**config.mk**
```make
export PLATFORM = sky130hd
export DESIGN_NAME = rrThermoArbiter
export DESIGN_NICKNAME = d
export VERILOG_FILES = /design/src/rtl/rrArbPkg.sv /design/src/rtl/prefixOr.sv /design/src/rtl/rrControl.sv /design/src/rtl/rrDatapath.sv /design/src/rtl/rrThermoArbiter.sv
export SDC_FILE = /design/constraint.sdc
export NUM_CORES = 1
export LEC_CHECK = 0
export ABC_AREA = 1
export CAP_MARGIN = 10
export CORE_UTILIZATION = 35
export DETAILED_ROUTE_END_ITERATION = 8
export DONT_BUFFER_PORTS = 1
export PLACE_DENSITY_LB_ADDON = 0.15
export SLEW_MARGIN = 30
export SYNTH_ARGS = -nofsm -noshare
export SYNTH_HDL_FRONTEND = slang
export SYNTH_SLANG_ARGS = --single-unit
```
**constraint.sdc**
```tcl
create_clock -name clk -period 2.2 [get_ports clk]
set_input_delay 0.22 -clock clk [delete_from_list [all_inputs] [get_ports clk]]
set_output_delay 0.22 -clock clk [all_outputs]
set_load 0.005 [all_outputs]
```
**src/rtl/rrArbPkg.sv**
```systemverilog
package rrArbPkg;

  // Strobes from control to the pointer datapath
  typedef struct packed {
    logic clearPtr;  // synchronous clear of the thermometer mask
    logic loadPtr;   // load next mask from current grant
  } ptrStrobes_t;

endpackage

```
**src/rtl/prefixOr.sv**
```systemverilog
// Kogge-Stone inclusive prefix OR: orOut[i] = |bitsIn[i:0]
module prefixOr #(
  parameter int W = 8
) (
  input  logic [W-1:0] bitsIn,
  output logic [W-1:0] orOut
);
  localparam int Levels = (W > 1) ? $clog2(W) : 1;

  logic [W-1:0] stage [0:Levels];

  assign stage[0] = bitsIn;

  for (genvar lv = 0; lv < Levels; lv++) begin : gLevel
    localparam int Span = 1 << lv;
    for (genvar i = 0; i < W; i++) begin : gBit
      if (i >= Span) begin : gCombine
        assign stage[lv+1][i] = stage[lv][i] | stage[lv][i-Span];
      end else begin : gPass
        assign stage[lv+1][i] = stage[lv][i];
      end
    end
  end

  assign orOut = stage[Levels];
endmodule

```
**src/rtl/rrControl.sv**
```systemverilog
// Control: turns reset and the accept handshake into pointer strobes
module rrControl
  import rrArbPkg::*;
(
  input  logic        rst,
  input  logic        grantEn,
  input  logic        anyHit,
  output ptrStrobes_t strobes
);
  always_comb begin
    strobes          = '0;
    strobes.clearPtr = rst;
    // reset wins over an accepted grant in the same cycle
    strobes.loadPtr  = !rst && grantEn && anyHit;
  end
endmodule

```
**src/rtl/rrDatapath.sv**
```systemverilog
// Datapath: thermometer mask, two-group prefix search, grant select
module rrDatapath
  import rrArbPkg::*;
#(
  parameter int N = 8
) (
  input  logic        clk,
  input  ptrStrobes_t strobes,
  input  logic [N-1:0] req,
  output logic [N-1:0] grant,
  output logic         anyHit,
  output logic [N-1:0] ptrMask
);
  logic [N-1:0] ptrQ;
  logic [N-1:0] maskedReq;
  logic [N-1:0] preHi, preAll;
  logic [N-1:0] exclHi, exclAll;
  logic [N-1:0] grantHi, grantAll;
  logic [N-1:0] nextMask;
  logic         hasHi;

  assign maskedReq = req & ptrQ;

  prefixOr #(.W(N)) uPreHi  (.bitsIn(maskedReq), .orOut(preHi));
  prefixOr #(.W(N)) uPreAll (.bitsIn(req),       .orOut(preAll));

  assign hasHi  = preHi[N-1];
  assign anyHit = preAll[N-1];

  // exclusive prefix: OR of strictly lower positions
  assign exclHi  = {preHi[N-2:0], 1'b0};
  assign exclAll = {preAll[N-2:0], 1'b0};

  assign grantHi  = maskedReq & ~exclHi;
  assign grantAll = req & ~exclAll;
  assign grant    = hasHi ? grantHi : grantAll;

  // ones strictly above the winner: prefix OR of the grant shifted up
  prefixOr #(.W(N)) uPreNext (.bitsIn({grant[N-2:0], 1'b0}), .orOut(nextMask));

  always_ff @(posedge clk) begin
    if (strobes.clearPtr)     ptrQ <= '0;
    else if (strobes.loadPtr) ptrQ <= nextMask;
  end

  assign ptrMask = ptrQ;
endmodule

```
**src/rtl/rrThermoArbiter.sv**
```systemverilog
module rrThermoArbiter
  import rrArbPkg::*;
#(
  parameter int N = 8
) (
  input  logic         clk,
  input  logic         rst,
  input  logic [N-1:0] req,
  input  logic         grantEn,
  output logic [N-1:0] grant,
  output logic         anyGrant
);
  ptrStrobes_t  strobes;
  logic         anyHit;
  logic [N-1:0] ptrMask;

  rrControl uCtl (
    .rst     (rst),
    .grantEn (grantEn),
    .anyHit  (anyHit),
    .strobes (strobes)
  );

  rrDatapath #(.N(N)) uDp (
    .clk     (clk),
    .strobes (strobes),
    .req     (req),
    .grant   (grant),
    .anyHit  (anyHit),
    .ptrMask (ptrMask)
  );

  assign anyGrant = anyHit;
endmodule

```
==> metrics.txt, run 1 <==
run status complete, no violations; Total Die Area 2150 um2; Gate Count Post-Synth about 110; hold path start rst; fmax 702 MHz; number of buffers inserted by hold repair at cts 0; Detailed Route WL 1530 um; RR Startpoint uDp.ptrMask[5]; clk_lat worst skew 0.25 ns; Slew Limit Fails 0; largest net degree at the start of global routing 7; deepest clock path buffer count 2; Fin. Hold Viols 0; Setup Buffers After CTS 0; CTS sink cnt 7; Max Cap Viol 0; CORE AREA 1780 um2; placed wire-length estimate 1330 um; Initial Util 0.387; crit path launch uDp.ptrMask[5]; register area share after synthesis 0.203; Initial DRC Count 12; gr ovfl total 0; WP depth 7; Clock Tree Root clkbuf_4; GP Congestion 0.810; cell family with most CP delay simple AND/OR/NAND/NOR gates; kind of start point of the critical path flop; gr usage total 0.169; CTS tree done; IO buf count 0; DRC viols 0; Crit Path Class flop to primary output; number of setup violations in the final report 0; PwrDens 572 nW/um2; ANT cells 0; Top-Level Pins 20; DR WL/cell 11.1 um; Max IR drop VDD 338 uV; Die Width 46.4 um; WP data required 1.98 ns; critical path cell sequence nand2_1 -> nand2_1 -> inv_1 -> nand2_1 -> nor2_1 -> nand2_1 -> nand2_1; total number of vias 628; leakage 0.381 nW; RSZ-0062 raised after global routing no; initial antenna violation count 0; period utilization 0.647; Register-to-Register Path Depth 11; post-cts sizing count 0; H-tree depth 1; Setup crit end kind primary output; most frequent CP cell nand2_1; number of synthesized register bits 7; Relative slew margins 0.833; Tmin final 1.42 ns; slowest stage delay, CP 0.31 ns; max FFs per register 7; Mapped Area 691 um2; nets 124; Die Y-Extent about 46 um; Cells on Worst Hold Path 1; Cell variety after synth 23; vias in the first global route 593; Bufs and invs on worst path 1; syn_nets 120; worst slew pin tran roughly 0.25 ns; Hold Path Class primary input to flop; mean post-synth cell area approximately 6.3 um2; drt first pass iters 4; Worst Path Arrival 1.20 ns; via density per instance 4.58; Slowest-stage cell, CP dfxtp_1; area delta synth->final 7.25%; setup TNS 0 ns; Ys Warns 0; Routed Antenna Nets 0; Worst-path clk slew 0.06 ns; CP max FO 3; first-pass GRT wire length between 2000 and 2500 um; clock buffer count from CTS 3; proportion of layout cells with a drive suffix above 1 0.232; Worst Clk Skew 0.00518 ns; Hold WS 0.0271 ns; Site Rows 15
## through the flow
stage / power [mW] / std cells / setup slack (ns) / area [um2] / util
2_1_floorplan: 0.287 / 109 / 1.03 / 691 / -
3_3_place_gp: 0.309 / 133 / 0.902 / 714 / 0.401
3_5_place_dp: 0.309 / 133 / 0.894 / 714 / 0.401
4_1_cts: 0.428 / 137 / 0.766 / 741 / 0.415
5_1_grt: 0.460 / 137 / 0.671 / 741 / 0.415
6_report: 0.424 / 137 / 0.776 / 741 / 0.415
## area by class of cell
| class | instances | area [um2] |
|---|---|---|
| Tap cell | 25 | 31.3 |
| Fill cell | 199 | 1040 |
| Sequential cell | 7 | 140 |
| Clock buffer | 4 | 26.3 |
| Inverter | 15 | 61.3 |
| Multi-Input combinational cell | 86 | 482 |
## metal layers
metal,track usage,vias to the layer above,routed length (um)
li1,-,347,-
met1,0.209,262,695
met2,0.267,15,699
met3,0.0392,4,106
met4,0.0882,0,24
met5,0,-,0
## cell usage in the layout, fill, tap and decap left out, drive strengths merged
| cell | count |
|---|---|
| a21oi | 2 |
| dfxtp | 7 |
| nand2 | 39 |
| nand3 | 9 |
| inv | 15 |
| nor3 | 1 |
| nand4 | 1 |
| clkbuf | 4 |
| nor2 | 27 |
| o211ai | 1 |
| o21bai | 1 |
| o2111a | 1 |
| o21ai | 4 |
## cells by family after synthesis
family	Yosys count	synth area share
buf+inv	16	0.0996
simple gates	77	0.594
compound gates	9	0.103
flops	7	0.203
## report_power, final
part / total (mW) / leakage (nW) / internal [mW] / switching [mW]
sequential: 0.152 / 0.0582 / 0.141 / 0.0105
combinational: 0.153 / 0.307 / 0.0537 / 0.0996
clock: 0.119 / 0.0150 / 0.0694 / 0.0493
total: 0.424 / 0.381 / 0.264 / 0.159
## synthesized netlist by cell type
master,number,area share
nand2_1,30,0.16
nor2_1,19,0.10
inv_1,13,0.071
dfxtp_1,7,0.20
nand3_1,7,0.051
nand2_2,6,0.054
nor2_4,5,0.082
nand2_4,3,0.049
a21oi_1,2,0.014
nand3_2,2,0.029
nor2_2,2,0.018
o21ai_0,2,0.014
buf_4,1,0.011
inv_2,1,0.0054
inv_6,1,0.013
nand4_1,1,0.0091
nor2_8,1,0.029
nor3_1,1,0.0072
o2111a_1,1,0.016
o211ai_1,1,0.011
o21ai_1,1,0.0072
o21ai_2,1,0.013
o21bai_4,1,0.027
## worst paths after layout
path	endpoint	slack, ns
setup / recovery	grant[6]	0.78
setup reg to reg	uDp.ptrMask[6]	0.90
hold reg to reg	uDp.ptrMask[4]	0.49
hold / removal	uDp.ptrMask[1]	0.03
## worst reg2reg max path, cell delays in order (launching register included)
cell and delay [ns]:
dfxtp_1 0.33, nand2_1 0.07, nand2_1 0.15, inv_1 0.06, nand2_1 0.06, nor2_1 0.05, nand2_1 0.06, nand2_1 0.09
nor2_1 0.14, nand2_1 0.06, nand2_1 0.08, nand2_1 0.05
(Power assumes the default switching activity.)
==> inputs of run 2 (changes only) <==
==> constraint.sdc (replaced) <==
create_clock -name clk -period 1.4 [get_ports clk]
set_input_delay 0.14 -clock clk [delete_from_list [all_inputs] [get_ports clk]]
set_output_delay 0.14 -clock clk [all_outputs]
set_load 0.005 [all_outputs]
==> run 2 against run 1 <==
Flip-flop and latch count unchanged; via count rose by 4.6%; sequential power rose by 57%; critical path depth decreased by 2; final cell count up 0.73%; register-to-register slack got worse by 0.80 ns.
==> metrics.txt, run 2 (same netlist as run 1, synthesis figures left out) <==
Tmin final 1.33 ns; Crit Path Class flop to primary output; ANT cells 0 (unchanged); WP data required 1.26 ns (-0.72 ns); clk_lat worst skew 0.25 ns (about the same); nets 125 (+0.81%); Routed Antenna Nets 0 (unchanged); clock buffer count from CTS 3 (unchanged); Initial DRC Count 8 (-4); Top-Level Pins 20 (unchanged); number of setup violations in the final report 0 (unchanged); IO buf count 0 (unchanged); sw frac 0.376 (-0.000384); run status complete, no violations; worst slew pin tran 0.300 ns (+0.0517 ns); Worst Path Arrival 1.19 ns (about the same); Worst-path clk slew 0.05 ns (about the same); CTS tree done; Die Y-Extent 46.4 um (unchanged); DRC viols 0 (unchanged); Clock Tree Root clkbuf_4; Comb power frac 0.384 (+0.022); CTS sink cnt 7 (unchanged); Site Rows 15 (unchanged); Hold Path Class primary input to flop; drt first pass iters 4 (unchanged); vias in the first global route 597 (+0.67%); most frequent CP cell nand2_1; Relative slew margins 0.798 (-0.0347); largest net degree at the start of global routing 7 (unchanged); placed wire-length estimate 1290 um (-2.3%); total number of vias 657 (+4.6%); first-pass GRT wire length 2350 um (-5.3%); CP max FO 3 (unchanged); via density per instance 4.76 (+3.9%); cell family with most CP delay simple AND/OR/NAND/NOR gates; proportion of layout cells with a drive suffix above 1 0.274 (+0.0422); Power Internal 423 uW (+60%); slowest stage delay, CP 0.32 ns (about the same); design area 772 um2 (+4.2%); Die Width 46.4 um (unchanged); Max IR drop VDD 533 uV (+58%); dpl ws 0.0806 ns (-0.813 ns); Slew Limit Fails 0 (unchanged); fmax roughly 750 MHz; Initial Util 0.387 (unchanged); critical path cell sequence nand2_2 -> nand3_1 -> nor2_2 -> nand2_1 -> nand2_1; max FFs per register 7 (unchanged); clock power share 0.265 (-0.015); Sw Pwr 255 uW (+60%); DR WL/cell 11.2 um (+0.38%); deepest clock path buffer count 2 (unchanged); Max Cap Viol 0 (unchanged); initial antenna violation count 0 (unchanged); leakage 0.387 nW (+1.8%); Fin. Hold Viols 0 (unchanged); Seq pwr share 0.351 (-0.007); filler instances 187 (-6.0%); RSZ-0062 raised after global routing yes; Worst Setup Slack, final 0.0668 ns (-0.710 ns); Area after DPL 714 um2 (unchanged); CORE AREA 1780 um2 (unchanged); most common cell after layout, fill and taps aside nand2_1; period utilization 0.952; kind of start point of the critical path flop; Setup crit end kind primary output; commonest non-fill, non-tap cells in the layout nand2_1, nor2_1, inv_1; gr ovfl total 0 (unchanged); PwrDens 878 nW/um2 (+54%); H-tree depth 1 (unchanged); gr usage total 0.158 (-0.0108); Slowest-stage cell, CP dfxtp_1; GP Congestion 0.825 (+1.9%); area delta synth->final 11.8%; Total Die Area 2150 um2 (unchanged); Detailed Route WL 1540 um (+1.1%); Worst Clk Skew 0.00435 ns (-0.000829 ns); final core utilization 0.433 (+0.0175); Bufs and invs on worst path 0 (-1)
## run 2: power by group through the flow
stage | clock (mW) | sequential, mW | combinational, mW
finish | 0.180 | 0.238 | 0.260
global route | 0.200 | 0.240 | 0.292
CTS | 0.190 | 0.238 | 0.245
detailed placement | 0 | 0.242 | 0.242
global placement | 0 | 0.243 | 0.242
floorplan | 0 | 0.237 | 0.214
## run 2: what timing repair did
item,CTS,global route
setup buffers,0,0
hold buffers,1,0
setup endpoints to repair,0,8
endpoints found under the hold margin,1,0
gates resized for setup,0,6
## run 2: tightest hold or removal path, cell delays in order
cell,delay (ns)
nor2_1,0.02
nand2_1,0.05
nand2_1,0.05
## run 2: cell type report
class                           instances  area (um2)  area share
Tap cell                               25        31.3      0.0405
Clock buffer                            4        26.3      0.0340
Sequential cell                         7         140       0.182
Multi-Input combinational cell         86         503       0.652
Timing Repair Buffer                    1        10.0      0.0130
Inverter                               15        61.3      0.0794
## run 2: through the flow
stage	cells	setup TNS (ns)	total power, mW	hold WS (ns)
after floorplan	109	0	0.451	0.209
after global placement	133	0	0.485	0.213
after detailed placement	133	0	0.484	0.215
after CTS	138	0	0.674	0.0575
after global routing	138	-0.172	0.732	0.0706
final	138	0	0.678	0.0687
## run 2: path summary, 6_finish.rpt
kind                                       end  cells after the start      startpoint  slack (ns)
worst max-delay path                  grant[2]                      5  uDp.ptrMask[3]        0.07
worst min-delay path            uDp.ptrMask[6]                      3             rst        0.07
worst max register to register  uDp.ptrMask[6]                     11  uDp.ptrMask[5]        0.10
worst min register to register  uDp.ptrMask[1]                      2  uDp.ptrMask[1]        0.49
## run 2: per-layer routing
layer | wire length [um] | track usage
met1 | 693 | 0.206
met2 | 743 | 0.231
met3 | 75 | 0.0196
met4 | 29 | 0.124
met5 | 0 | 0
